<file path="src/rtl/wdt_pkg.sv">
package wdt_pkg;
  localparam int ADDR_W = 5;

  typedef enum logic [2:0] {
    REG_COUNT = 3'd0,
    REG_LIMIT = 3'd1,
    REG_STAT  = 3'd2,
    REG_CTRL  = 3'd3
  } reg_sel_e;

  localparam int BIT_STS1  = 0;
  localparam int BIT_STS2  = 1;
  localparam int BIT_IEN   = 0;
  localparam int BIT_NOREB = 1;
endpackage

</file>
<file path="src/rtl/wdt_counter.sv">
module wdt_counter #(
  parameter int TW        = 10,
  parameter int DEF_LIMIT = 1023
) (
  input  logic          clk,
  input  logic          rst,
  input  logic          tick,
  input  logic          reload,
  input  logic [TW-1:0] limit,
  output logic [TW-1:0] cnt,
  output logic          expire
);
  localparam logic [TW-1:0] ONE = TW'(1);

  logic [TW-1:0] load_v;

  assign load_v = (limit == '0) ? ONE : limit;
  assign expire = tick & ~reload & (cnt <= ONE);

  always_ff @(posedge clk) begin
    if (rst)         cnt <= TW'(DEF_LIMIT);
    else if (reload) cnt <= load_v;
    else if (tick)   cnt <= (cnt <= ONE) ? load_v : cnt - ONE;
  end

  assert_cnt_nonzero_R2: assert property (@(posedge clk) disable iff (rst)
    cnt != '0);
  assert_reload_loads_R3: assert property (@(posedge clk) disable iff (rst)
    reload |=> cnt == $past(load_v));
endmodule

</file>
<file path="src/rtl/wdt_noreboot.sv">
module wdt_noreboot (
  input  logic clk,
  input  logic rst,
  input  logic strap,
  input  logic wr,
  input  logic wbit,
  output logic noreb,
  output logic strap_lat
);
  always_ff @(posedge clk) begin
    if (rst) begin
      strap_lat <= strap;
      noreb     <= strap;
    end else if (wr) begin
      noreb     <= wbit | strap_lat;
    end
  end

  assert_strap_pins_noreb_R7: assert property (@(posedge clk) disable iff (rst)
    strap_lat |-> noreb);
endmodule

</file>
<file path="src/rtl/wdt_stage.sv">
module wdt_stage (
  input  logic clk,
  input  logic rst,
  input  logic expire,
  input  logic reload,
  input  logic ien,
  input  logic noreb,
  input  logic clr1,
  input  logic clr2,
  output logic sts1,
  output logic sts2,
  output logic irq,
  output logic rst_req
);
  logic armed, armed_eff, hit1, hit2;

  assign armed_eff = armed & ~rst_req;
  assign hit2      = expire & armed_eff;
  assign hit1      = expire & ~armed_eff;

  always_ff @(posedge clk) begin
    if (rst) begin
      sts1 <= 1'b0; sts2 <= 1'b0; armed <= 1'b0;
      irq <= 1'b0; rst_req <= 1'b0;
    end else begin
      if (hit1)                    sts1 <= 1'b1;
      else if (rst_req || clr1)    sts1 <= 1'b0;
      if (hit2)                    sts2 <= 1'b1;
      else if (rst_req || clr2)    sts2 <= 1'b0;
      if (reload)                  armed <= 1'b0;
      else if (hit1)               armed <= 1'b1;
      else if (rst_req)            armed <= 1'b0;
      irq     <= expire & ien;
      rst_req <= hit2 & ~noreb;
    end
  end

  assert_rst_single_R5: assert property (@(posedge clk) disable iff (rst)
    rst_req |=> !rst_req);
  assert_sts2_cleared_R5: assert property (@(posedge clk) disable iff (rst)
    rst_req |=> !sts2);
  assert_noreb_blocks_R6: assert property (@(posedge clk) disable iff (rst)
    rst_req |-> !$past(noreb));
  assert_irq_enabled_R4: assert property (@(posedge clk) disable iff (rst)
    irq |-> $past(ien));
endmodule

</file>
<file path="src/rtl/wdog_two_stage.sv">
module wdog_two_stage #(
  parameter int TW        = 10,
  parameter int DW        = 16,
  parameter int DEF_LIMIT = 1023
) (
  input  logic                       clk,
  input  logic                       rst,
  input  logic                       strap_i,
  input  logic                       tick_i,
  input  logic                       wr_en_i,
  input  logic                       rd_en_i,
  input  logic [wdt_pkg::ADDR_W-1:0] addr_i,
  input  logic [DW-1:0]              wdata_i,
  output logic [DW-1:0]              rdata_o,
  output logic                       irq_o,
  output logic                       sys_rst_o
);
  import wdt_pkg::*;

  reg_sel_e      sel;
  logic          wr_cnt, wr_lim, wr_sts, wr_ctl;
  logic [TW-1:0] limit, cnt;
  logic          ien, noreb, strap_lat, expire, sts1, sts2;
  logic [DW-1:0] rd_mux;

  assign sel    = reg_sel_e'(addr_i[ADDR_W-1:2]);
  assign wr_cnt = wr_en_i && sel == REG_COUNT;
  assign wr_lim = wr_en_i && sel == REG_LIMIT;
  assign wr_sts = wr_en_i && sel == REG_STAT;
  assign wr_ctl = wr_en_i && sel == REG_CTRL;

  always_ff @(posedge clk) begin
    if (rst) begin
      limit <= TW'(DEF_LIMIT);
      ien   <= 1'b0;
    end else begin
      if (wr_lim) limit <= wdata_i[TW-1:0];
      if (wr_ctl) ien   <= wdata_i[BIT_IEN];
    end
  end

  wdt_counter #(.TW(TW), .DEF_LIMIT(DEF_LIMIT)) u_cnt (
    .clk(clk), .rst(rst), .tick(tick_i), .reload(wr_cnt),
    .limit(limit), .cnt(cnt), .expire(expire));

  wdt_noreboot u_nr (
    .clk(clk), .rst(rst), .strap(strap_i), .wr(wr_ctl),
    .wbit(wdata_i[BIT_NOREB]), .noreb(noreb), .strap_lat(strap_lat));

  wdt_stage u_stg (
    .clk(clk), .rst(rst), .expire(expire), .reload(wr_cnt),
    .ien(ien), .noreb(noreb),
    .clr1(wr_sts & wdata_i[BIT_STS1]), .clr2(wr_sts & wdata_i[BIT_STS2]),
    .sts1(sts1), .sts2(sts2), .irq(irq_o), .rst_req(sys_rst_o));

  always_comb begin
    case (sel)
      REG_COUNT: rd_mux = DW'(cnt);
      REG_LIMIT: rd_mux = DW'(limit);
      REG_STAT:  rd_mux = DW'({sts2, sts1});
      REG_CTRL:  rd_mux = DW'({strap_lat, noreb, ien});
      default:   rd_mux = '0;
    endcase
  end

  always_ff @(posedge clk) begin
    if (rst)          rdata_o <= '0;
    else if (rd_en_i) rdata_o <= rd_mux;
  end

  assert_rdata_hold_R9: assert property (@(posedge clk) disable iff (rst)
    !$past(rd_en_i) |-> $stable(rdata_o));
endmodule

</file>
<file path="config.mk">
export PLATFORM = sky130hd
export DESIGN_NAME = wdog_two_stage
export DESIGN_NICKNAME = d
export VERILOG_FILES = /design/src/rtl/wdt_pkg.sv /design/src/rtl/wdt_counter.sv /design/src/rtl/wdt_noreboot.sv /design/src/rtl/wdt_stage.sv /design/src/rtl/wdog_two_stage.sv
export SDC_FILE = /design/constraint.sdc
export NUM_CORES = 1
export LEC_CHECK = 0
export BUFFER_PORTS_ARGS = -buffer_cell sky130_fd_sc_hd__buf_4
export CORE_ASPECT_RATIO = 0.8
export CORE_UTILIZATION = 50
export CTS_BUF_LIST = sky130_fd_sc_hd__clkbuf_8
export CTS_CLUSTER_DIAMETER = 80
export CTS_CLUSTER_SIZE = 25
export DETAILED_ROUTE_END_ITERATION = 12
export PLACE_DENSITY = 0.77
export SYNTH_ARGS = -nofsm -noshare
export SYNTH_HDL_FRONTEND = slang
export SYNTH_SLANG_ARGS = --single-unit
</file>
<file path="constraint.sdc">
create_clock -name clk -period 2.09 [get_ports clk]
set_input_delay 0.418 -clock clk [delete_from_list [all_inputs] [get_ports clk]]
set_output_delay 0.418 -clock clk [all_outputs]
set_load 0.02 [all_outputs]
</file>
==> qor.csv, run 1 <==
stage,metric,value,unit
run,Max Cap Violations,0,
yosys,Yosys warnings,0,
placed_design,pre-CTS setup slack,-0.0208,ns
critical_path,crit start category,flop,
layout,fraction of layout cells with a size suffix above 1,0.295,
placed_design,IO buf count,30,
critical_path,WP data arrival,2.20,ns
sta,Final Hold Fails,0,
cts,Root Driver,clkbuf_8,
power_and_ir_drop,Pwr Total,1.65,mW
yosys,Yosys top cell area share,0.358,
cts,total CTS buffers,5,
detailed_routing,First DRT Iteration DRCs,187,
yosys,Yosys cell types,53,
placed_design,GPL Wtd Cong,0.912,
detailed_routing,Total Wirelength,5050,um
layout,Sequential Area,781,um2
yosys,syn avg cell area,8.70,um2
detailed_routing,Pre-Repair DR Iteration Count,4,
yosys,Mapped Area,2010,um2
cts,Post-CTS Hold Buffers,0,
critical_path,Reg2Reg Launch Point,u_cnt.cnt[9],
critical_path,Worst Path Required,2.27,ns
placed_design,placed insts,320,
global_route,initial antenna violation count,0,
critical_path,"slowest stage delay, CP",0.58,ns
cts,clk_lat worst skew,0.29,ns
detailed_routing,DR vias/cell,5.58,
detailed_routing,DRC Markers,0,
yosys,dominant cells by area after synthesis,"dfxtp_1 (36%), nor2b_1 (6.8%), a211o_1 (4.8%)",
hold_path,Tightest Hold Check Type,primary input to flop,
cts,H-tree depth,2,
global_route,total track usage,0.254,
global_route,pin count of the biggest net entering global routing,42,
critical_path,R2R Setup Slk,0.07,ns
yosys,Synth area leader,dfxtp_1,
detailed_routing,post-route ant nets,0,
die,core area,3830,um2
global_route,vias in the first global route,1618,
sta,fin. max-slew vios,0,
yosys,register area share after synthesis,0.388,
sta,Final min period,2.02,ns
die,Top Ports,45,
yosys,"Async S/R FF share, synth",0,
power_and_ir_drop,cell area power density,649,nW/um2
critical_path,"CP delay by family, top",simple AND/OR/NAND/NOR gates,
detailed_routing,Via Count,1843,
detailed_routing,wire per inst,15.3,um
power_and_ir_drop,leakage,1.03,nW
cts,# clock sinks,38,
yosys,Post-Synthesis Cells,231,
hold_path,hold path start,strap_i,
hold_path,cell depth of the worst hold path,1,
layout,post-route insts no fill,330,
yosys,"count leader, synth",dfxtp_1,
hold_path,Min-Delay Endpoint,u_nr.strap_lat,
die,DIE AREA,4280,um2
yosys,top cell types by occurrence after synthesis,"dfxtp_1 (36), nor2_1 (25), nor2b_1 (22)",
sta,Worst Skew,0.00466,ns
layout,synth-to-layout area growth,26.1,%
sta,final count of negative-setup-slack endpoints,0,
yosys,synthesis-stage register bit count,38,
critical_path,critical-path cell list,"or4_1, buf_4, nor3_4, buf_4, o21ai_0, a311o_1",
critical_path,cells on worst reg2reg path,6,
critical_path,Slowest cell on crit path,or4_1,
sta,setup ws final,0.0686,ns
critical_path,CP dominant cell by count,buf_4,
cts,clock-pin slew on the worst setup and hold paths,0.08,ns
critical_path,reg2reg end,u_cnt.cnt[8],
run_status,status,"complete, no violations",
sta,Max Clk Rate,495,MHz
cts,clock buffer depth,2,
layout,final core area utilization,0.662,
die,Initial Util,0.525,
cts,CTS tree,built,
yosys,"Top FF cell, synth",dfxtp_1,
global_route,first-pass GRT wire length,8090,um
layout,area of the multi-input gates,1160,um2
die,Die X-Extent,72.9,um
global_route,Overflow after GRT,0,
sta,period utilization,0.967,
die,Rows,20,
placed_design,DPL Wire Length,3470,um
critical_path,CP endpoint kind,flop,
sta,unrepaired setup endpoints after global routing,no,
power_and_ir_drop,peak supply drop,445,uV
layout,ANT cells,0,
yosys,"EDFF count, synth",2,
critical_path,worst path bufs/invs,2,
layout,Fillers,328,
critical_path,"Max FO, Critical Path",4,
die,Die Ht,58.7,um
layout,fin nets,303,
critical_path,kind of critical path,flop to flop,
-- stage by stage --
stage,cell area (um2),hold slack (ns),setup TNS [ns]
after floorplan,2040,0.421,0
after detailed placement,2370,0.466,-0.0208
after global placement,2370,0.444,0
after CTS,2490,0.303,0
after global routing,2530,0.294,0
final,2530,0.307,0
-- sequential cells by signal, summed over array words and instances, names as in the netlist --
signal and flops:
limit 10, rdata_o 10, u_cnt.cnt 10, ien 1, u_nr.noreb 1, u_nr.strap_lat 1, u_stg.armed 1, u_stg.irq 1
u_stg.rst_req 1, u_stg.sts1 1, u_stg.sts2 1
-- cells in the final DEF, fill, tap and decap left out, types with 6 or more instances in the layout --
cell,instances
buf_4,53
nor2_1,25
nand2_1,12
a211o_1,11
nor2b_1,22
mux2_2,7
a21oi_1,19
dfxtp_1,36
conb_1,6
clkbuf_8,6
-- routing by layer --
layer  global-route usage  wire length (um)  vias up
li1                     -                 -      902
met1                0.364              2360      850
met2                0.356              2210       77
met3               0.0908               363       14
met4               0.0700               118        0
met5                    0                 0        -
-- power breakdown --
part	switching (mW)	total, mW	internal [mW]
Clock	0.261	0.645	0.384
Sequential	0.0197	0.777	0.757
Combinational	0.124	0.225	0.101
Total	0.404	1.65	1.24
-- worst max-delay path by stage --
stage / startpoint / depth (start not counted) / endpoint / slack (ns)
floorplan: u_cnt.cnt[0] / 8 / u_cnt.cnt[8] / 0.008
global placement: u_cnt.cnt[2] / 6 / u_cnt.cnt[9] / 0.04
detailed placement: u_cnt.cnt[2] / 6 / u_cnt.cnt[9] / -0.02
CTS: u_cnt.cnt[0] / 7 / u_cnt.cnt[8] / 0.02
global route: u_cnt.cnt[9] / 7 / u_cnt.cnt[4] / 0.01
finish: u_cnt.cnt[9] / 6 / u_cnt.cnt[8] / 0.07
-- repair_timing --
| action | CTS | global route |
|---|---|---|
| setup endpoints to repair | 3 | 6 |
| pin swaps | 0 | 1 |
| buffers inserted | 0 | 2 |
| gates resized for setup | 1 | 6 |
| gates cloned | 0 | 0 |
-- cell families after synthesis --
group / Yosys count / share of synthesized area
xor gates and xnor gates: 1 / 0.00436
other: 1 / 0.00187
DFF: 38 / 0.388
and+or+nand+nor: 92 / 0.253
AOI/OAI and AO/OA: 58 / 0.195
buffers and inverters: 26 / 0.0641
muxes: 13 / 0.0815
adders and majority gates: 2 / 0.0124
-- final cells by class --
class                      count  share of cell area
timing repair buffer          53               0.157
clock inverter                 2              0.0133
tap                           55              0.0271
multi-input combinational    172               0.456
inverter                       4             0.00592
clock buffer                   6              0.0326
sequential                    38               0.308
No activity file was read; power rests on OpenSTA's default activity.
==> run 2, diff against run 1 <==
--- a/config.mk
+++ b/config.mk
@@ -7,12 +7,11 @@
 export LEC_CHECK = 0
 export BUFFER_PORTS_ARGS = -buffer_cell sky130_fd_sc_hd__buf_4
 export CORE_ASPECT_RATIO = 0.8
-export CORE_UTILIZATION = 50
-export CTS_BUF_LIST = sky130_fd_sc_hd__clkbuf_8
+export CORE_UTILIZATION = 48
 export CTS_CLUSTER_DIAMETER = 80
 export CTS_CLUSTER_SIZE = 25
 export DETAILED_ROUTE_END_ITERATION = 12
-export PLACE_DENSITY = 0.77
+export PLACE_DENSITY = 0.74
 export SYNTH_ARGS = -nofsm -noshare
 export SYNTH_HDL_FRONTEND = slang
 export SYNTH_SLANG_ARGS = --single-unit
==> run 2 against run 1 <==
  * Combinational power is essentially flat
  * Clock skew rose by 0.0018 ns
  * Via count grew 2.0%
  * Clock power barely moved
  * Fmax about the same
  * Sequential power about the same
  * Non-clock buffer count shrank 1
  * Final area is 0.39% lower
  * Worst hold slack gained 0.00083 ns
  * Worst setup slack better by 0.0011 ns
  * Critical endpoint unchanged
  * Largest power group unchanged
  * Highest routed layer unchanged
==> qor.csv, run 2 (synthesis gave the netlist of run 1 again) <==
stage,metric,value,unit,change
sta,fin. max-slew vios,0,,unchanged
cts,clock buffer depth,2,,unchanged
sta,WHS,0.308,ns,was 0.307 ns
layout,most frequent cells in the layout,"buf_4 (52), dfxtp_1 (36), nor2_1 (25)",,"was buf_4 (53), dfxtp_1 (36), nor2_1 (25)"
layout,Fillers,348,,was 328
placed_design,IO buf count,30,,unchanged
detailed_routing,post-route ant nets,0,,unchanged
global_route,pin count of the biggest net entering global routing,42,,unchanged
cts,CTS tree,built,,unchanged
die,DIE AREA,4450,um2,was 4280 um2
sta,setup tns final,0,ns,unchanged
detailed_routing,First DRT Iteration DRCs,134,,was 187
layout,fin nets,302,,was 303
detailed_routing,wire per inst,15.0,um,was 15.3 um
power_and_ir_drop,peak supply drop,346,uV,was 445 uV
power_and_ir_drop,cell area power density,652,nW/um2,was 649 nW/um2
sta,final count of negative-setup-slack endpoints,0,,unchanged
global_route,first-pass GRT wire length,8040,um,was 8090 um
global_route,vias in the first global route,1675,,"was 1,618"
cts,total CTS buffers,5,,unchanged
critical_path,WP data arrival,2.20,ns,about the same
die,Initial Util,0.515,,was 0.525
layout,final core area utilization,0.647,,was 0.662
detailed_routing,DRC Markers,0,,unchanged
die,Rows,20,,unchanged
sta,Final Hold Fails,0,,unchanged
die,core area,3900,um2,was 3830 um2
cts,# clock sinks,38,,unchanged
critical_path,Worst Path Required,2.27,ns,about the same
critical_path,CP endpoint kind,flop,,unchanged
layout,synth-to-layout area growth,25.6,%,was 26.1%
die,Die Ht,59.9,um,was 58.7 um
detailed_routing,Total Wirelength,4930,um,was 5050 um
die,Top Ports,45,,unchanged
detailed_routing,DR vias/cell,5.71,,was 5.58
power_and_ir_drop,Pwr Total,1.65,mW,about the same
run,Max Cap Violations,0,,unchanged
layout,Sequential Area,781,um2,unchanged
sta,Max Clk Rate,495,MHz,about the same
detailed_routing,Pre-Repair DR Iteration Count,4,,unchanged
layout,"most common cell after layout, fill and taps aside",buf_4,,unchanged
detailed_routing,Via Count,1880,,"was 1,843"
cts,clock-pin slew on the worst setup and hold paths,0.07,ns,was 0.08 ns
placed_design,GPL Wtd Cong,0.911,,was 0.912
critical_path,kind of critical path,flop to flop,,unchanged
critical_path,"Max FO, Critical Path",5,,was 4
die,Die X-Extent,74.4,um,was 72.9 um
power_and_ir_drop,leakage,1.00,nW,was 1.03 nW
critical_path,crit start category,flop,,unchanged
hold_path,Tightest Hold Check Type,primary input to flop,,unchanged
sta,period utilization,0.967,,about the same
cts,H-tree depth,2,,unchanged
layout,area of the multi-input gates,1150,um2,was 1160 um2
run_status,status,"complete, no violations",,unchanged
layout,biggest regs,"limit x10, rdata_o x10, u_cnt.cnt x10",,unchanged
global_route,Overflow after GRT,0,,unchanged
layout,ANT cells,0,,unchanged
global_route,initial antenna violation count,0,,unchanged
layout,fraction of layout cells with a size suffix above 1,0.288,,was 0.295
cts,Root Driver,clkbuf_8,,unchanged
sta,Worst Skew,0.00650,ns,was 0.00466 ns
sta,Final min period,2.02,ns,about the same
placed_design,DPL Wire Length,3450,um,was 3470 um
cts,clk_lat worst skew,0.29,ns,about the same
global_route,total track usage,0.244,,was 0.254
-- run 2: final timing paths --
path / startpoint / to / slack [ns] / depth (start not counted)
worst max-delay path: u_cnt.cnt[0] / u_cnt.cnt[8] / 0.07 / 7
worst min-delay path: strap_i / u_nr.strap_lat / 0.31 / 1
worst max register to register: u_cnt.cnt[0] / u_cnt.cnt[8] / 0.07 / 7
worst min register to register: u_nr.noreb / u_stg.rst_req / 0.45 / 1
-- run 2: final cells by class --
type                    instances  area share
inverters                       4     0.00595
clock buffers                   7      0.0342
repair buffers                 52       0.155
multi-input cells             172       0.457
flip-flops and latches         38       0.309
clock inverters                 1      0.0119
well taps                      55      0.0273
-- run 2: what timing repair did --
action                                  CTS  global route
endpoints found under the setup margin    1             3
setup buffers                             0             0
hold buffers                              0             0
endpoints found under the hold margin     0             0
resized for setup                         1             4
-- run 2: where the power goes --
group          total, mW  switching (mW)  internal (mW)
clock network      0.643           0.254          0.389
registers          0.777          0.0198          0.757
logic              0.226           0.123          0.103
-- run 2: stage by stage --
step | worst slack, ns | cell area, um2 | instances
floorplan | 0.00796 | 2040 | 236
global placement | 0.0454 | 2380 | 321
detailed placement | 0.00200 | 2380 | 321
CTS | 0.0325 | 2500 | 329
global route | -0.00396 | 2520 | 329
finish | 0.0697 | 2520 | 329
-- run 2: worst max-delay path, stage by stage, from the launching register on --
cell and delay, ns:
dfxtp_1 0.32, inv_1 0.11, ha_4 0.18, or3b_2 0.47
nor3_2 0.18, nor3b_2 0.19, o21ai_0 0.09, a311o_1 0.37
-- run 2: layer usage --
layer,global-route usage,wire length [um],vias to the layer above,part of all wire
li1,-,-,908,-
met1,0.342,2330,884,0.47
met2,0.349,2140,76,0.43
met3,0.0708,367,12,0.074
met4,0.0970,99,0,0.020
met5,0,0,-,0
==> run 3, diff against run 2 <==
--- a/config.mk
+++ b/config.mk
@@ -7,7 +7,7 @@
 export LEC_CHECK = 0
 export BUFFER_PORTS_ARGS = -buffer_cell sky130_fd_sc_hd__buf_4
 export CORE_ASPECT_RATIO = 0.8
-export CORE_UTILIZATION = 48
+export CORE_UTILIZATION = 50
 export CTS_CLUSTER_DIAMETER = 80
 export CTS_CLUSTER_SIZE = 25
 export DETAILED_ROUTE_END_ITERATION = 12
==> constraint.sdc (replaced) <==
create_clock -name clk -period 2.05 [get_ports clk]
set_input_delay 0.41 -clock clk [delete_from_list [all_inputs] [get_ports clk]]
set_output_delay 0.41 -clock clk [all_outputs]
set_load 0.02 [all_outputs]
==> run 3 against run 2 <==
  * Clock power fell by 21%
  * Worst hold slack worse by 0.0083 ns
  * First-iteration DRC count rose by 110%
  * Largest power group unchanged
  * Routed wire length up 3.1%
  * Critical path type unchanged
  * Utilization increased by 0.94 points
  * Sequential cell count stayed put
  * Final area down 0.50%
  * Sequential share of layout area up 0.20 points
  * Sequential power increased by 2%
  * Count of clock-buffer cells in the layout down 2
==> qor.csv, run 3 (synthesis gave the netlist of run 1 again) <==
stage,metric,value,unit,change
layout,"most common cell after layout, fill and taps aside",buf_4,,unchanged
global_route,first-pass GRT wire length,7980,um,was 8040 um
cts,Post-CTS Hold Buffers,0,,unchanged
cts,H-tree depth,2,,unchanged
die,Top Ports,45,,unchanged
die,DIE AREA,4280,um2,was 4450 um2
sta,unrepaired setup endpoints after global routing,yes,,
cts,clock buffer depth,2,,unchanged
die,Rows,20,,unchanged
detailed_routing,post-route ant nets,0,,unchanged
cts,clock-pin slew on the worst setup and hold paths,0.08,ns,was 0.07 ns
cts,CTS tree,built,,unchanged
critical_path,crit start category,flop,,unchanged
power_and_ir_drop,Pwr Total,1.53,mW,was 1.65 mW
detailed_routing,DRC Markers,0,,unchanged
global_route,total track usage,0.253,,was 0.244
critical_path,Crit. Startpoint,u_cnt.cnt[9],,was u_cnt.cnt[0]
layout,biggest regs,"limit x10, rdata_o x10, u_cnt.cnt x10",,unchanged
placed_design,DPL Wire Length,3570,um,was 3450 um
detailed_routing,Total Wirelength,5080,um,was 4930 um
power_and_ir_drop,peak supply drop,526,uV,was 346 uV
die,Initial Util,0.525,,was 0.515
detailed_routing,wire per inst,15.4,um,was 15.0 um
critical_path,kind of critical path,flop to flop,,unchanged
sta,fin. max-slew vios,0,,unchanged
critical_path,WP data arrival,2.19,ns,was 2.20 ns
layout,most frequent cells in the layout,"buf_4 (53), dfxtp_1 (35), nor2_1 (24)",,"was buf_4 (52), dfxtp_1 (36), nor2_1 (25)"
layout,Sequential Area,782,um2,was 781 um2
sta,Final Hold Fails,0,,unchanged
critical_path,CP endpoint kind,flop,,unchanged
layout,final core area utilization,0.656,,was 0.647
sta,Worst Skew,0.00922,ns,was 0.00650 ns
sta,Final min period,2.02,ns,about the same
global_route,pin count of the biggest net entering global routing,42,,unchanged
sta,period utilization,0.986,,was 0.967
critical_path,R2R Setup Slk,0.03,ns,was 0.07 ns
layout,post-route insts no fill,330,,was 329
sta,final count of negative-setup-slack endpoints,0,,unchanged
detailed_routing,Pre-Repair DR Iteration Count,5,,was 4
critical_path,cells on worst reg2reg path,6,,was 7
layout,fin area,2510,um2,was 2520 um2
run,Max Cap Violations,0,,unchanged
cts,# clock sinks,38,,unchanged
layout,synth-to-layout area growth,25.0,%,was 25.6%
layout,fraction of layout cells with a size suffix above 1,0.305,,was 0.288
layout,fin nets,303,,was 302
global_route,vias in the first global route,1584,,"was 1,675"
detailed_routing,Via Count,1856,,"was 1,880"
critical_path,Worst Setup EP,u_cnt.cnt[9],,was u_cnt.cnt[8]
detailed_routing,First DRT Iteration DRCs,287,,was 134
die,Die Ht,58.7,um,was 59.9 um
cts,total CTS buffers,5,,unchanged
run_status,status,"complete, no violations",,unchanged
sta,Max Clk Rate,495,MHz,about the same
placed_design,IO buf count,30,,unchanged
detailed_routing,DR vias/cell,5.62,,was 5.71
power_and_ir_drop,leakage,0.996,nW,was 1.00 nW
sta,WHS,0.299,ns,was 0.308 ns
layout,area of the multi-input gates,1160,um2,was 1150 um2
placed_design,dpl cell area,2390,um2,was 2380 um2
cts,Root Driver,clkbuf_8,,unchanged
critical_path,Reg2Reg Launch Point,u_cnt.cnt[9],,was u_cnt.cnt[0]
hold_path,Tightest Hold Check Type,primary input to flop,,unchanged
die,Die X-Extent,72.9,um,was 74.4 um
global_route,Overflow after GRT,0,,unchanged
placed_design,GPL Wtd Cong,0.928,,was 0.911
placed_design,placed insts,321,,unchanged
critical_path,"Max FO, Critical Path",6,,was 5
die,core area,3830,um2,was 3900 um2
critical_path,reg2reg end,u_cnt.cnt[9],,was u_cnt.cnt[8]
layout,ANT cells,0,,unchanged
critical_path,Worst Path Required,2.22,ns,was 2.27 ns
layout,Fillers,346,,was 348
power_and_ir_drop,cell area power density,610,nW/um2,was 652 nW/um2
global_route,initial antenna violation count,0,,unchanged
cts,clk_lat worst skew,0.30,ns,was 0.29 ns
## run 3: per-layer routing
| layer | vias up | part of all wire | GRT usage |
|---|---|---|---|
| met5 | - | 0 | 0 |
| met2 | 76 | 0.44 | 0.375 |
| met1 | 858 | 0.48 | 0.366 |
| met4 | 0 | 0.018 | 0.0840 |
| li1 | 907 | - | - |
| met3 | 15 | 0.068 | 0.0548 |
## run 3: power by group
part	leakage, nW	switching [mW]	internal, mW
registers	0.313	0.0200	0.772
clock network	0.0416	0.277	0.233
logic	0.642	0.126	0.104
total	0.996	0.424	1.11
## run 3: metrics by stage
stage                     setup TNS (ns)  worst slack [ns]
after floorplan                  -0.0389           -0.0205
after global placement                 0           0.00363
after detailed placement         -0.0654           -0.0385
after CTS                              0            0.0154
after global routing            -0.00666          -0.00666
final                                  0            0.0292
## run 3: worst min path at each step
stage / startpoint / cells past startpoint / end / slack (ns)
detailed placement: u_stg.rst_req / 1 / u_stg.sts2 / 0.45
global route: strap_i / 1 / u_nr.strap_lat / 0.29
global placement: u_stg.rst_req / 1 / u_stg.sts2 / 0.45
floorplan: u_nr.noreb / 1 / u_stg.rst_req / 0.42
finish: strap_i / 1 / u_nr.strap_lat / 0.30
CTS: strap_i / 1 / u_nr.strap_lat / 0.29
## run 3: repair_timing
action | in CTS | in global routing
gates resized for setup | 3 | 5
endpoints found under the setup margin | 4 | 4
buffers inserted | 0 | 1
cloned | 0 | 0
pin swaps | 0 | 4
## run 3: critical path, stage by stage (launching register included)
cell	delay (ns)
dfxtp_2	0.35
or4_4	0.54
or3_4	0.46
buf_4	0.18
o21ai_4	0.15
nand2_1	0.08
o311ai_1	0.13
## run 3: cell type report
| type | instances | area share |
|---|---|---|
| Timing Repair Buffer | 53 | 0.158 |
| Tap cell | 55 | 0.0274 |
| Sequential cell | 38 | 0.311 |
| Clock buffer | 5 | 0.0274 |
| Inverter | 4 | 0.00598 |
| Multi-Input combinational cell | 172 | 0.463 |
| Clock inverter | 3 | 0.00647 |
